`src/rtl/slv_pkg.sv`:
```
package slv_pkg;

    typedef enum logic [1:0] {
        ST_IDLE,
        ST_ISSUE,
        ST_DRAIN,
        ST_DONE
    } slv_state_e;

endpackage

```
`src/rtl/slv_addr_gen.sv`:
```
module slv_addr_gen #(
    parameter int ADDR_W = 16,
    parameter int LEN_W  = 7
) (
    input  logic              clk,
    input  logic              rst_n,
    input  logic              load,
    input  logic              step,
    input  logic [ADDR_W-1:0] base,
    input  logic [ADDR_W-1:0] stride,
    output logic [ADDR_W-1:0] addr,
    output logic [LEN_W-1:0]  idx
);

    logic [ADDR_W-1:0] stride_q;

    always_ff @(posedge clk or negedge rst_n) begin
        if (!rst_n) begin
            addr     <= '0;
            idx      <= '0;
            stride_q <= '0;
        end else if (load) begin
            addr     <= base;
            idx      <= '0;
            stride_q <= stride;
        end else if (step) begin
            addr <= addr + stride_q;
            idx  <= idx + 1'b1;
        end
    end

endmodule

```
`src/rtl/slv_bank.sv`:
```
module slv_bank #(
    parameter int                ADDR_W      = 16,
    parameter int                DATA_W      = 32,
    parameter int                IDX_W       = 6,
    parameter int                BANK_W      = 3,
    parameter int                BANK_ID     = 0,
    parameter int                BUSY_CYCLES = 6,
    parameter int                LATENCY     = 12,
    parameter logic [DATA_W-1:0] DATA_TAG    = '0,
    localparam int               ROW_W       = ADDR_W - BANK_W,
    localparam int               BC_W        = $clog2(BUSY_CYCLES + 1)
) (
    input  logic              clk,
    input  logic              rst_n,
    input  logic              req,
    input  logic [ROW_W-1:0]  row,
    input  logic [IDX_W-1:0]  idx,
    output logic              ready,
    output logic              rd_valid,
    output logic [DATA_W-1:0] rd_data,
    output logic [IDX_W-1:0]  rd_idx
);

    localparam logic [BANK_W-1:0] BANK_SEL = BANK_W'(BANK_ID);
    localparam logic [BC_W-1:0]   RELOAD   = BC_W'(BUSY_CYCLES - 1);

    logic [BC_W-1:0]    busy_q;
    logic [ADDR_W-1:0]  word;
    logic [DATA_W-1:0]  entry_data;
    logic [LATENCY-1:0] vld_q;
    logic [DATA_W-1:0]  dat_q [LATENCY];
    logic [IDX_W-1:0]   idx_q [LATENCY];

    assign ready      = (busy_q == '0);
    assign word       = {row, BANK_SEL};
    assign entry_data = DATA_TAG | DATA_W'(word);

    // occupancy counter: reloads on each accepted access
    always_ff @(posedge clk or negedge rst_n) begin
        if (!rst_n)
            busy_q <= '0;
        else if (req)
            busy_q <= RELOAD;
        else if (busy_q != '0)
            busy_q <= busy_q - 1'b1;
    end

    // fixed-latency return pipe
    always_ff @(posedge clk or negedge rst_n) begin
        if (!rst_n) begin
            vld_q <= '0;
            for (int i = 0; i < LATENCY; i++) begin
                dat_q[i] <= '0;
                idx_q[i] <= '0;
            end
        end else begin
            vld_q    <= {vld_q[LATENCY-2:0], req};
            dat_q[0] <= entry_data;
            idx_q[0] <= idx;
            for (int i = 1; i < LATENCY; i++) begin
                dat_q[i] <= dat_q[i-1];
                idx_q[i] <= idx_q[i-1];
            end
        end
    end

    assign rd_valid = vld_q[LATENCY-1];
    assign rd_data  = dat_q[LATENCY-1];
    assign rd_idx   = idx_q[LATENCY-1];

endmodule

```
`src/rtl/strided_vector_load.sv`:
```
module strided_vector_load
    import slv_pkg::*;
#(
    parameter int                NUM_BANKS   = 8,
    parameter int                BUSY_CYCLES = 6,
    parameter int                LATENCY     = 12,
    parameter int                MAX_LEN     = 64,
    parameter int                ADDR_W      = 16,
    parameter int                DATA_W      = 32,
    parameter int                CNT_W       = 16,
    parameter logic [DATA_W-1:0] DATA_TAG    = 32'h5A00_0000,
    localparam int               LEN_W       = $clog2(MAX_LEN + 1),
    localparam int               IDX_W       = $clog2(MAX_LEN),
    localparam int               BANK_W      = $clog2(NUM_BANKS),
    localparam int               ROW_W       = ADDR_W - BANK_W
) (
    input  logic              clk,
    input  logic              rst_n,
    input  logic              start,
    input  logic [ADDR_W-1:0] base_addr,
    input  logic [ADDR_W-1:0] stride,
    input  logic [LEN_W-1:0]  length,
    output logic              elem_valid,
    output logic [IDX_W-1:0]  elem_idx,
    output logic [DATA_W-1:0] elem_data,
    output logic              done,
    output logic [CNT_W-1:0]  cycle_count
);

    slv_state_e state_q, state_d;

    logic              accept, in_issue, in_run;
    logic              issue_fire, last_issue, last_deliver;
    logic [LEN_W-1:0]  len_q, deliv_q;
    logic [CNT_W-1:0]  cyc_q;
    logic [ADDR_W-1:0] cur_addr;
    logic [LEN_W-1:0]  cur_idx;
    logic [BANK_W-1:0] cur_bank;
    logic [ROW_W-1:0]  cur_row;

    logic [NUM_BANKS-1:0] bank_ready, bank_req, rd_valid;
    logic [DATA_W-1:0]    rd_data [NUM_BANKS];
    logic [IDX_W-1:0]     rd_idx  [NUM_BANKS];

    assign cur_bank = cur_addr[BANK_W-1:0];
    assign cur_row  = cur_addr[ADDR_W-1:BANK_W];

    // state register
    always_ff @(posedge clk or negedge rst_n) begin
        if (!rst_n)
            state_q <= ST_IDLE;
        else
            state_q <= state_d;
    end

    // state decode
    always_comb begin
        done     = (state_q == ST_DONE);
        in_issue = (state_q == ST_ISSUE);
        in_run   = in_issue || (state_q == ST_DRAIN);
        accept   = start && (length != '0) &&
                   ((state_q == ST_IDLE) || (state_q == ST_DONE));
    end

    assign issue_fire   = in_issue && bank_ready[cur_bank];
    assign last_issue   = issue_fire && (cur_idx == len_q - 1'b1);
    assign last_deliver = elem_valid && (deliv_q == len_q - 1'b1);

    // next state
    always_comb begin
        state_d = state_q;
        unique case (state_q)
            ST_IDLE:  if (accept)       state_d = ST_ISSUE;
            ST_ISSUE: if (last_issue)   state_d = ST_DRAIN;
            ST_DRAIN: if (last_deliver) state_d = ST_DONE;
            ST_DONE:  if (accept)       state_d = ST_ISSUE;
            default:                    state_d = ST_IDLE;
        endcase
    end

    // length, delivery and cycle bookkeeping
    always_ff @(posedge clk or negedge rst_n) begin
        if (!rst_n) begin
            len_q   <= '0;
            deliv_q <= '0;
            cyc_q   <= '0;
        end else if (accept) begin
            len_q   <= length;
            deliv_q <= '0;
            cyc_q   <= '0;
        end else begin
            if (elem_valid) deliv_q <= deliv_q + 1'b1;
            if (in_run)     cyc_q   <= cyc_q + 1'b1;
        end
    end

    assign cycle_count = cyc_q;

    slv_addr_gen #(
        .ADDR_W (ADDR_W),
        .LEN_W  (LEN_W)
    ) u_agen (
        .clk    (clk),
        .rst_n  (rst_n),
        .load   (accept),
        .step   (issue_fire),
        .base   (base_addr),
        .stride (stride),
        .addr   (cur_addr),
        .idx    (cur_idx)
    );

    always_comb begin
        for (int k = 0; k < NUM_BANKS; k++)
            bank_req[k] = issue_fire && (cur_bank == BANK_W'(k));
    end

    for (genvar k = 0; k < NUM_BANKS; k++) begin : g_bank
        slv_bank #(
            .ADDR_W      (ADDR_W),
            .DATA_W      (DATA_W),
            .IDX_W       (IDX_W),
            .BANK_W      (BANK_W),
            .BANK_ID     (k),
            .BUSY_CYCLES (BUSY_CYCLES),
            .LATENCY     (LATENCY),
            .DATA_TAG    (DATA_TAG)
        ) u_bank (
            .clk      (clk),
            .rst_n    (rst_n),
            .req      (bank_req[k]),
            .row      (cur_row),
            .idx      (cur_idx[IDX_W-1:0]),
            .ready    (bank_ready[k]),
            .rd_valid (rd_valid[k]),
            .rd_data  (rd_data[k]),
            .rd_idx   (rd_idx[k])
        );
    end

    // merge returns: requests are one per cycle, so at most one bank answers
    always_comb begin
        elem_valid = |rd_valid;
        elem_data  = '0;
        elem_idx   = '0;
        for (int k = 0; k < NUM_BANKS; k++) begin
            if (rd_valid[k]) begin
                elem_data = elem_data | rd_data[k];
                elem_idx  = elem_idx  | rd_idx[k];
            end
        end
    end

endmodule

```
`config.mk`:
```
export PLATFORM = sky130hd
export DESIGN_NAME = strided_vector_load
export DESIGN_NICKNAME = d
export VERILOG_FILES = /design/src/rtl/slv_pkg.sv /design/src/rtl/slv_addr_gen.sv /design/src/rtl/slv_bank.sv /design/src/rtl/strided_vector_load.sv
export SDC_FILE = /design/constraint.sdc
export NUM_CORES = 1
export LEC_CHECK = 0
export BUFFER_PORTS_ARGS = -buffer_cell sky130_fd_sc_hd__buf_4
export CORE_ASPECT_RATIO = 0.9
export CORE_MARGIN = 5
export CORE_UTILIZATION = 59
export CTS_CLUSTER_DIAMETER = 200
export DETAILED_ROUTE_END_ITERATION = 8
export PLACE_DENSITY = 0.78
export SLEW_MARGIN = 10
export SYNTH_ARGS = -nofsm -noshare
export SYNTH_HDL_FRONTEND = slang
export SYNTH_SLANG_ARGS = --single-unit
```
`constraint.sdc`:
```
create_clock -name clk -period 3 [get_ports clk]
set_input_delay 0 -clock clk [delete_from_list [all_inputs] [get_ports clk]]
set_output_delay 0 -clock clk [all_outputs]
set_load 0.1 [all_outputs]
```
==> impl_metrics.tcl, run 1 <==
set metrics [dict create \
    layout.nets 1243 \
    antenna_found_initial 1 \
    slew_viol_final 0 \
    vias_per_cell 5.23 \
    ios 98 \
    startpoint_type "register" \
    dieArea_mm2 0.0275 \
    ys_types 60 \
    comb_power_share_pct 26.3 \
    p_leak_nw 8.46 \
    synth-main-ff-cell "dfrtp_1" \
    hpwlAfterDp_um 15300 \
    post_drt_wl_per_cell_um 17.6 \
    ys_seq_area_share_pct 75.2 \
    end_kind "register" \
    hold_path.class "primary input to register" \
    drc_errors 0 \
    worst_slew_pin_slew_ns 0.719 \
    setup_tns_ns 0 \
    die_w_um 174 \
    syn_avg_cell_area_um2 14.3 \
    power.share.switching_pct 33.1 \
    drt_first_pass_iters 6 \
    io_buffers 85 \
    fillers 1515 \
    num_rows 54 \
    synth_seq_cells 431 \
    clockBufferDepth 3 \
    grt_pass1_wl_um 44900 \
    gp_congestion 0.836 \
    max_freq_mhz 371 \
    path_class "register to register" \
    final_common_cell "dfrtp_1" \
    skew_ns 0.0169 \
    post_cts_resized 0 \
    fin_crit_ns 2.69 \
    pwr-share-seq_pct 46.0 \
    final_cell_mix "431 x dfrtp_1, 107 x nand2_1, 94 x buf_4" \
    cts_buffers 41 \
    hold_viol_final 0 \
    min_period_over_period_pct 89.8 \
    cp.required_ns 3.43 \
    cts-root-buf "clkbuf_16" \
    track_usage_pct 20.5 \
    status "complete, no violations" \
    postRouteAntennaNets 0 \
    ctsHtreeMaxLevel 2 \
    power.share.clock_pct 27.8 \
    die_y_um 158 \
    synth_cells 1005 \
    maxSlewHeadroom_pct 52.1 \
    max_cap_violations 0 \
    start_util_pct 59.4 \
    path_max_fanout 15 \
    netlist_area_mm2 0.0143 \
    synth_edf_count 0 \
    grt_max_degree 93 \
    clock-sinks 431 \
    cts_tree "yes" \
    yosysWarningCount 0 \
    drt-total-wl_um 26400 \
    synth_async_sr_flop_share_pct 100 \
    final-setup-viol-count 0 \
    p_per_area_mw_per_mm2 1060 \
    grt-ovfl-total 0 \
    drive_gt1_share_pct 14.6 \
    power.internal_mw 12.1 \
    vdd_ir_drop_max_mv 0.712 \
    rsz0062_at_grt "no" \
    arrival_ns 3.13 \
    syn_to_final_growth_pct 19.2 \
    clkTransAtPathRegs_ns 0.06 \
    core_area_mm2 0.0241 \
    clk-insertion-delay-late_ns 0.54 \
    grt_pass1_vias 8413 \
    vias 7834 \
    cts_post_setup_buffers_inserted 0 \
    first_iter_violations 625 \
    netSwitchingPower_mw 5.98 \
    layout.cells.non_filler 1498 \
    dp_cells 1386 \
]
-- final cells by class --
cell class / count / area (µm²) / share of cell area, %
Clock buffer: 55 / 1140 / 6.67
Timing Repair Buffer: 140 / 1220 / 7.15
Clock inverter: 16 / 176 / 1.03
Inverter: 38 / 143 / 0.835
Sequential cell: 431 / 10800 / 63.1
Tap cell: 308 / 385 / 2.26
Antenna cell: 1 / 2.50 / 0.0146
Multi-Input combinational cell: 509 / 3230 / 18.9
-- Yosys cell counts, types with 2 or more instances --
cell type	instances	area, µm²
a211oi_1	13	97.6
a21oi_1	28	140
a22o_1	2	17.5
a31oi_1	7	43.8
a32o_1	2	20.0
and2_1	25	156
and2b_1	4	30.0
and3_1	11	68.8
and3b_1	2	17.5
buf_2	8	40.0
buf_4	15	113
buf_6	2	22.5
clkbuf_1	13	48.8
conb_1	2	7.51
dfrtp_1	431	10800
ha_1	39	488
inv_1	37	139
mux2i_1	11	110
nand2_1	107	402
nand2b_1	3	18.8
nand3_1	30	150
nand3b_1	3	22.5
nand4_1	12	75.1
nor2_1	47	176
nor2b_1	19	119
nor3_1	3	15.0
nor4_1	4	25.0
o2111ai_1	2	17.5
o211ai_1	5	37.5
o21ai_0	41	205
o31ai_1	4	30.0
o41a_1	2	22.5
or2_2	2	12.5
or3_1	3	18.8
xnor2_1	29	254
xor2_1	13	114
-- routing by layer --
metal / part of all wire [%] / up-vias / routed length [µm] / global-route usage (%)
met4: 3.0 / 0 / 786 / 6.14
li1: - / 3612 / - / -
met5: 0 / - / 0 / 0
met2: 50 / 263 / 13300 / 34.9
met1: 41 / 3894 / 10800 / 27.8
met3: 5.8 / 65 / 1530 / 3.65
-- final timing paths --
check / start / endpoint / slack [ns] / depth (start not counted)
max in group asynchronous: rst_n / g_bank[5].u_bank.dat_q[355] / 1.96 / 3
max: g_bank[4].u_bank.busy_q[0] / u_agen.addr[6] / 0.31 / 9
min in group asynchronous: rst_n / g_bank[1].u_bank.vld_q[9] / 0.09 / 2
min: start / cycle_count[1] / 0.07 / 4
max reg2reg: g_bank[4].u_bank.busy_q[0] / u_agen.addr[6] / 0.31 / 9
min reg2reg: g_bank[4].u_bank.vld_q[3] / g_bank[4].u_bank.vld_q[4] / 0.33 / 0
-- state kept, by name (all words and copies together) (netlist names), 14 cells and up --
signal                 cells
g_bank.u_bank.vld_q       96
u_agen.stride_q           16
g_bank.u_bank.busy_q      24
cycle_count               16
g_bank.u_bank.dat_q      154
g_bank.u_bank.rd_data     14
g_bank.u_bank.idx_q       66
u_agen.addr               16
-- power groups by stage --
stage                     registers, mW  clock network (mW)  logic, mW
after floorplan                    8.15                   0       3.54
after global placement             8.17                   0       4.48
after detailed placement           8.35                   0       4.65
after CTS                          8.35                5.14       4.77
after global routing               8.50                5.41       5.30
final                              8.30                5.02       4.74
-- worst max-delay path: stages (launching register included) --
cell	delay, ns
dfrtp_1	0.37
inv_1	0.12
ha_1	0.20
nor2b_1	0.32
mux4_2	0.35
mux2_4	0.19
nand2_1	0.21
buf_4	0.28
or3_1	0.37
a31oi_1	0.19
-- kinds of logic after synthesis --
family | Yosys count | synth area share [%]
flops | 431 | 75.2
simple gates | 283 | 9.70
compound gates | 116 | 5.06
buf+inv | 76 | 2.56
xor+xnor | 42 | 2.57
fa+ha+maj | 41 | 3.61
mux | 14 | 1.21
other cells | 2 | 0.0524
-- metrics by stage --
| step | worst slack (ns) | power, mW | hold WS [ns] | instance area (µm²) | utilization (%) |
|---|---|---|---|---|---|
| CTS | 0.291 | 18.3 | 0.0501 | 17100 | 70.8 |
| detailed placement | 0.370 | 13.0 | 0.0731 | 15400 | 63.7 |
| global route | 0.0918 | 19.2 | 0.0851 | 17100 | 70.8 |
| floorplan | 0.553 | 11.7 | -0.296 | 14400 | - |
| global placement | 0.522 | 12.7 | 0.0746 | 15400 | 63.7 |
| finish | 0.307 | 18.1 | 0.0695 | 17100 | 70.8 |
-- what timing repair did --
item	4_1_cts	5_1_grt
endpoints found under the hold margin	124	0
endpoints found under the setup margin	0	0
hold buffers	40	0
Power figures use the tool's default switching activity.
==> run 2, diff against run 1 <==
- CORE_MARGIN: 5 -> 2
- REMOVE_ABC_BUFFERS: unset -> 1
==> run 2 against run 1 <==
Net effect:
- critical path depth stayed put
- register-to-register slack improved by 0.05 ns
- global-route usage increased by 0.94 points
- non-clock buffer count grew 2
- combinational power rose by 1%
- highest routed layer unchanged
- cell count is 0.20% higher
- first-iteration DRC count decreased by 2.1%
- worst hold slack got worse by 0.050 ns
- critical endpoint is now state_q[1]
- sequential cell count is the same
- core utilization up 0.52 points
- cell area is 0.45% higher
- maximum frequency is 1.8% higher
==> impl_metrics.tcl, run 2 (synthesis gave the netlist of run 1 again) <==
set metrics [dict create \
    start_util_pct 59.6 \
    maxSlewHeadroom_pct 59.9 \
    worst_slew_pin_slew_ns 0.595 \
    startpoint_type "register" \
    hold_path.class "primary input to async pin" \
    final_cell_mix "431 x dfrtp_1, 107 x nand2_1, 96 x buf_4" \
    rsz0062_at_grt "no" \
    reg2reg_from "len_q[0]" \
    status "complete, no violations" \
    antenna_cells 0 \
    layout.cells.non_filler 1501 \
    largest-register "g_bank.u_bank.dat_q" \
    drt-total-wl_um 25900 \
    fin_crit_ns 2.65 \
    clk-insertion-delay-late_ns 0.52 \
    postRouteAntennaNets 0 \
    grt_max_degree 108 \
    dp_cells 1386 \
    dpl_cell_area_mm2 0.0153 \
    syn_to_final_growth_pct 19.7 \
    clock-sinks 431 \
    min_period_over_period_pct 88.2 \
    reg_top3 "g_bank.u_bank.dat_q x154, g_bank.u_bank.vld_q x96, g_bank.u_bank.idx_q x66" \
    max_freq_mhz 378 \
    die_w_um 168 \
    final-setup-viol-count 0 \
    timing.final.ws_setup_ns 0.355 \
    final_common_cell "dfrtp_1" \
    crit_start "len_q[0]" \
    first_iter_violations 612 \
    track_usage_pct 21.5 \
    dieArea_mm2 0.0256 \
    p_per_area_mw_per_mm2 1070 \
    vias_per_cell 5.26 \
    dp_slack_ns 0.518 \
    ios 98 \
    stdcell_area_mm2 0.0172 \
    num_rows 54 \
    cpLargestDelayFamily "simple AND/OR/NAND/NOR gates" \
    cts_buffers 41 \
    slew_viol_final 0 \
    vdd_ir_drop_max_mv 0.675 \
    grt-ovfl-total 0 \
    vias 7897 \
    end_kind "register" \
    layout.nets 1245 \
    arrival_ns 3.05 \
    path_class "register to register" \
    drt_first_pass_iters 5 \
    ctsHtreeMaxLevel 2 \
    hpwlAfterDp_um 14600 \
    antenna_found_initial 0 \
    core_area_mm2 0.0241 \
    largest_register_ff_count 154 \
    fillers 1509 \
    cts-root-buf "clkbuf_16" \
    die_y_um 152 \
    post_drt_wl_per_cell_um 17.3 \
    cp.required_ns 3.40 \
    crit_buf_inv 1 \
    crit_chain "inv_1 -> ha_1 -> nor2b_1 -> nand3b_1 -> xnor2_1 -> and2_1 -> o31ai_1 -> nand3_1 -> a32o_1" \
    crit_path_max_incr_delay_ns 0.45 \
    post-route-util_pct 71.3 \
    worst_path_max_delay_cell "dfrtp_1" \
    grt_pass1_vias 8403 \
    io_buffers 85 \
    gp_congestion 0.845 \
    drc_errors 0 \
    clkTransAtPathRegs_ns 0.06 \
    cts_tree "yes" \
    max_cap_violations 0 \
    p_leak_nw 8.49 \
    drive_gt1_share_pct 14.8 \
    clockBufferDepth 3 \
    skew_ns 0.0152 \
    grt_pass1_wl_um 43300 \
    hold_viol_final 0 \
    path_max_fanout 7 \
]
[run 2: worst paths after layout]
kind                                         endpoint  slack, ns  depth (start not counted)
setup / recovery                           state_q[1]       0.35                          9
hold / removal             g_bank[7].u_bank.busy_q[1]       0.02                          2
setup reg to reg                           state_q[1]       0.35                          9
hold reg to reg            g_bank[7].u_bank.idx_q[63]       0.33                          0
max in group asynchronous  g_bank[7].u_bank.idx_q[70]       1.92                          3
min in group clk                  u_agen.stride_q[11]       0.22                          4
[run 2: metrics by stage]
step / hold slack [ns] / TNS (ns) / power [mW]
final: 0.0197 / 0 / 18.3
after global routing: 0.0830 / 0 / 19.4
after CTS: 0.0482 / 0 / 18.5
after detailed placement: 0.00769 / 0 / 13.0
after global placement: -0.00104 / 0 / 12.6
after floorplan: -0.296 / -4.92 / 11.6
[run 2: metal layers]
layer  wire (µm)  part of all wire (%)  GRT usage [%]  vias up
li1            -                     -              -     3611
met2       13400                    52           36.1      244
met5           0                     0              0        -
met4        1060                   4.1           9.28        0
met1       10200                    40           27.8     3955
met3        1200                   4.6           4.09       87
[run 2: area by class of cell]
cell class	instances	area [µm²]	area share [%]
Timing Repair Buffer	142	1220	7.09
Tap cell	308	385	2.25
Clock buffer	60	1220	7.11
Multi-Input combinational cell	509	3230	18.8
Inverter	38	143	0.831
Clock inverter	13	180	1.05
Sequential cell	431	10800	62.8
[run 2: where the power goes]
group	switching, mW	internal [mW]
clock	2.08	3.17
combinational	3.06	1.74
sequential	0.802	7.48
total	5.94	12.4
[run 2: what timing repair did]
item,in CTS,in global routing
hold endpoints to repair,146,0
setup buffers,0,0
hold buffers,42,0
gates resized for setup,0,0
==> run 3, diff against run 2 <==
- CORE_UTILIZATION: 59 -> 35
- PLACE_DENSITY: 0.78 -> unset
==> run 3 against run 2 <==
Net effect:
- global-route usage fell by 10 points
- worst hold slack improved by 0.14 ns
- wire length fell by 10%
- power fell by 1.3%
- count of clock-buffer cells in the layout fell by 4
- combinational power fell by 2%
- register-to-register slack improved by 0.13 ns
- via count fell by 3.6%
- cell count rose by 16%
- maximum frequency rose by 5.2%
- clock power fell by 1%
- sequential power fell by 1%
==> impl_metrics.tcl, run 3 (synthesis gave the netlist of run 1 again) <==
set metrics [dict create \
    end_kind "register" \
    clockBufferDepth 3 \
    clkTransAtPathRegs_ns 0.06 \
    grt_pass1_vias 7783 \
    skew_ns 0.00989 \
    worst_slew_pin_slew_ns 0.954 \
    vias 7609 \
    io_buffers 85 \
    grt_max_degree 127 \
    gp_congestion 0.848 \
    hold_viol_final 0 \
    dp_cells 1620 \
    fin_crit_ns 2.51 \
    cp.required_ns 3.43 \
    cts_buffers 42 \
    antenna_cells 0 \
    largest_register_ff_count 154 \
    cts_post_setup_buffers_inserted 0 \
    status "complete, no violations" \
    vias_per_cell 4.38 \
    die_y_um 196 \
    slew_viol_final 0 \
    antenna_found_initial 0 \
    min_period_over_period_pct 83.8 \
    layout.nets 1249 \
    layout.cells.non_filler 1738 \
    startpoint_type "register" \
    cts_tree "yes" \
    num_rows 70 \
    first_iter_violations 445 \
    postRouteAntennaNets 0 \
    dieArea_mm2 0.0426 \
    fillers 3638 \
    post_cts_resized 0 \
    max_freq_mhz 398 \
    vdd_ir_drop_max_mv 0.444 \
    drt-total-wl_um 23200 \
    reg_top3 "g_bank.u_bank.dat_q x154, g_bank.u_bank.vld_q x96, g_bank.u_bank.idx_q x66" \
    arrival_ns 2.95 \
    drc_errors 0 \
    track_usage_pct 11.4 \
    grt_pass1_wl_um 39400 \
    core_area_mm2 0.0406 \
    hold_ws_ns 0.159 \
    ios 98 \
    cts-root-buf "clkbuf_16" \
    p_leak_nw 8.52 \
    hpwlAfterDp_um 14900 \
    post-route-util_pct 43.2 \
    die_w_um 217 \
    final-setup-viol-count 0 \
    hold_path.class "primary input to async pin" \
    final_common_cell "dfrtp_1" \
    dp_slack_ns 0.497 \
    clk-insertion-delay-late_ns 0.55 \
    path_max_fanout 7 \
    syn_to_final_growth_pct 22.2 \
    drive_gt1_share_pct 15.2 \
    rsz0062_at_grt "no" \
    final_cell_mix "431 x dfrtp_1, 107 x nand2_1, 95 x buf_4" \
    maxSlewHeadroom_pct 36.4 \
    max_cap_violations 0 \
    path_class "register to register" \
    clock-sinks 431 \
    start_util_pct 35.4 \
    p_per_area_mw_per_mm2 1030 \
    post_drt_wl_per_cell_um 13.4 \
    largest-register "g_bank.u_bank.dat_q" \
    drt_first_pass_iters 4 \
    ctsHtreeMaxLevel 2 \
    timing.final.ws_setup_ns 0.485 \
    grt-ovfl-total 0 \
]
==> run 3: changes by cell type in the layout (fill, tap and decap cells not counted), sizes merged <==
cell / delta
bufinv: -1
clkbuf: -4
clkinvlp: +2
clkinv: +5
buf: +2
dlygate4sd3: +1
==> run 3: what timing repair did <==
item                                   4_1_cts  5_1_grt
hold buffers                                43        0
setup endpoints to repair                    0        0
endpoints found under the hold margin      159        0
==> run 3: final timing paths <==
path | start | endpoint | slack (ns) | cells past startpoint
setup / recovery | len_q[0] | state_q[1] | 0.49 | 9
hold reg to reg | g_bank[6].u_bank.vld_q[1] | g_bank[6].u_bank.vld_q[2] | 0.34 | 0
max in group asynchronous | rst_n | g_bank[3].u_bank.busy_q[2] | 1.95 | 3
setup reg to reg | len_q[0] | state_q[1] | 0.49 | 9
min in group clk | stride[0] | u_agen.stride_q[0] | 0.18 | 4
hold / removal | rst_n | g_bank[2].u_bank.rd_data[1] | 0.16 | 2
==> run 3: worst max-delay path, stage by stage (launching register included) <==
cell	delay, ns
dfrtp_1	0.43
inv_1	0.10
ha_1	0.17
nor2b_1	0.40
nand3b_1	0.21
xnor2_1	0.18
and2_1	0.16
o31ai_1	0.33
nand3_1	0.18
a32o_1	0.25
==> run 3: cell type report <==
type	count	area, µm²	share of cell area, %
sequential	431	10800	61.6
timing repair buffer	145	1280	7.30
inverter	38	143	0.814
clock inverter	19	225	1.29
tap	540	676	3.86
multi-input combinational	509	3230	18.5
clock buffer	56	1170	6.70
==> run 3: per-layer routing <==
| metal | vias to the layer above | global-route usage (%) | routed length [µm] |
|---|---|---|---|
| met1 | 3769 | 16.1 | 10800 |
| met3 | 45 | 2.57 | 1270 |
| met5 | - | 0 | 0 |
| met4 | 0 | 4.64 | 635 |
| li1 | 3644 | - | - |
| met2 | 151 | 17.3 | 10500 |
==> run 3: where the power goes <==
| group | leakage [nW] | internal (mW) | switching, mW | total, mW |
|---|---|---|---|---|
| Combinational | 2.35 | 1.75 | 2.96 | 4.71 |
| Clock | 0.681 | 3.04 | 2.16 | 5.20 |
| Sequential | 5.49 | 7.48 | 0.707 | 8.18 |
| Total | 8.52 | 12.3 | 5.83 | 18.1 |
==> run 3: per-stage QoR <==
step / instance area, µm² / TNS [ns] / power, mW
floorplan: 14200 / -4.92 / 11.6
finish: 17500 / 0 / 18.1
global placement: 15700 / 0 / 12.8
CTS: 17500 / 0 / 18.4
global route: 17500 / 0 / 19.3
detailed placement: 15700 / 0 / 13.0
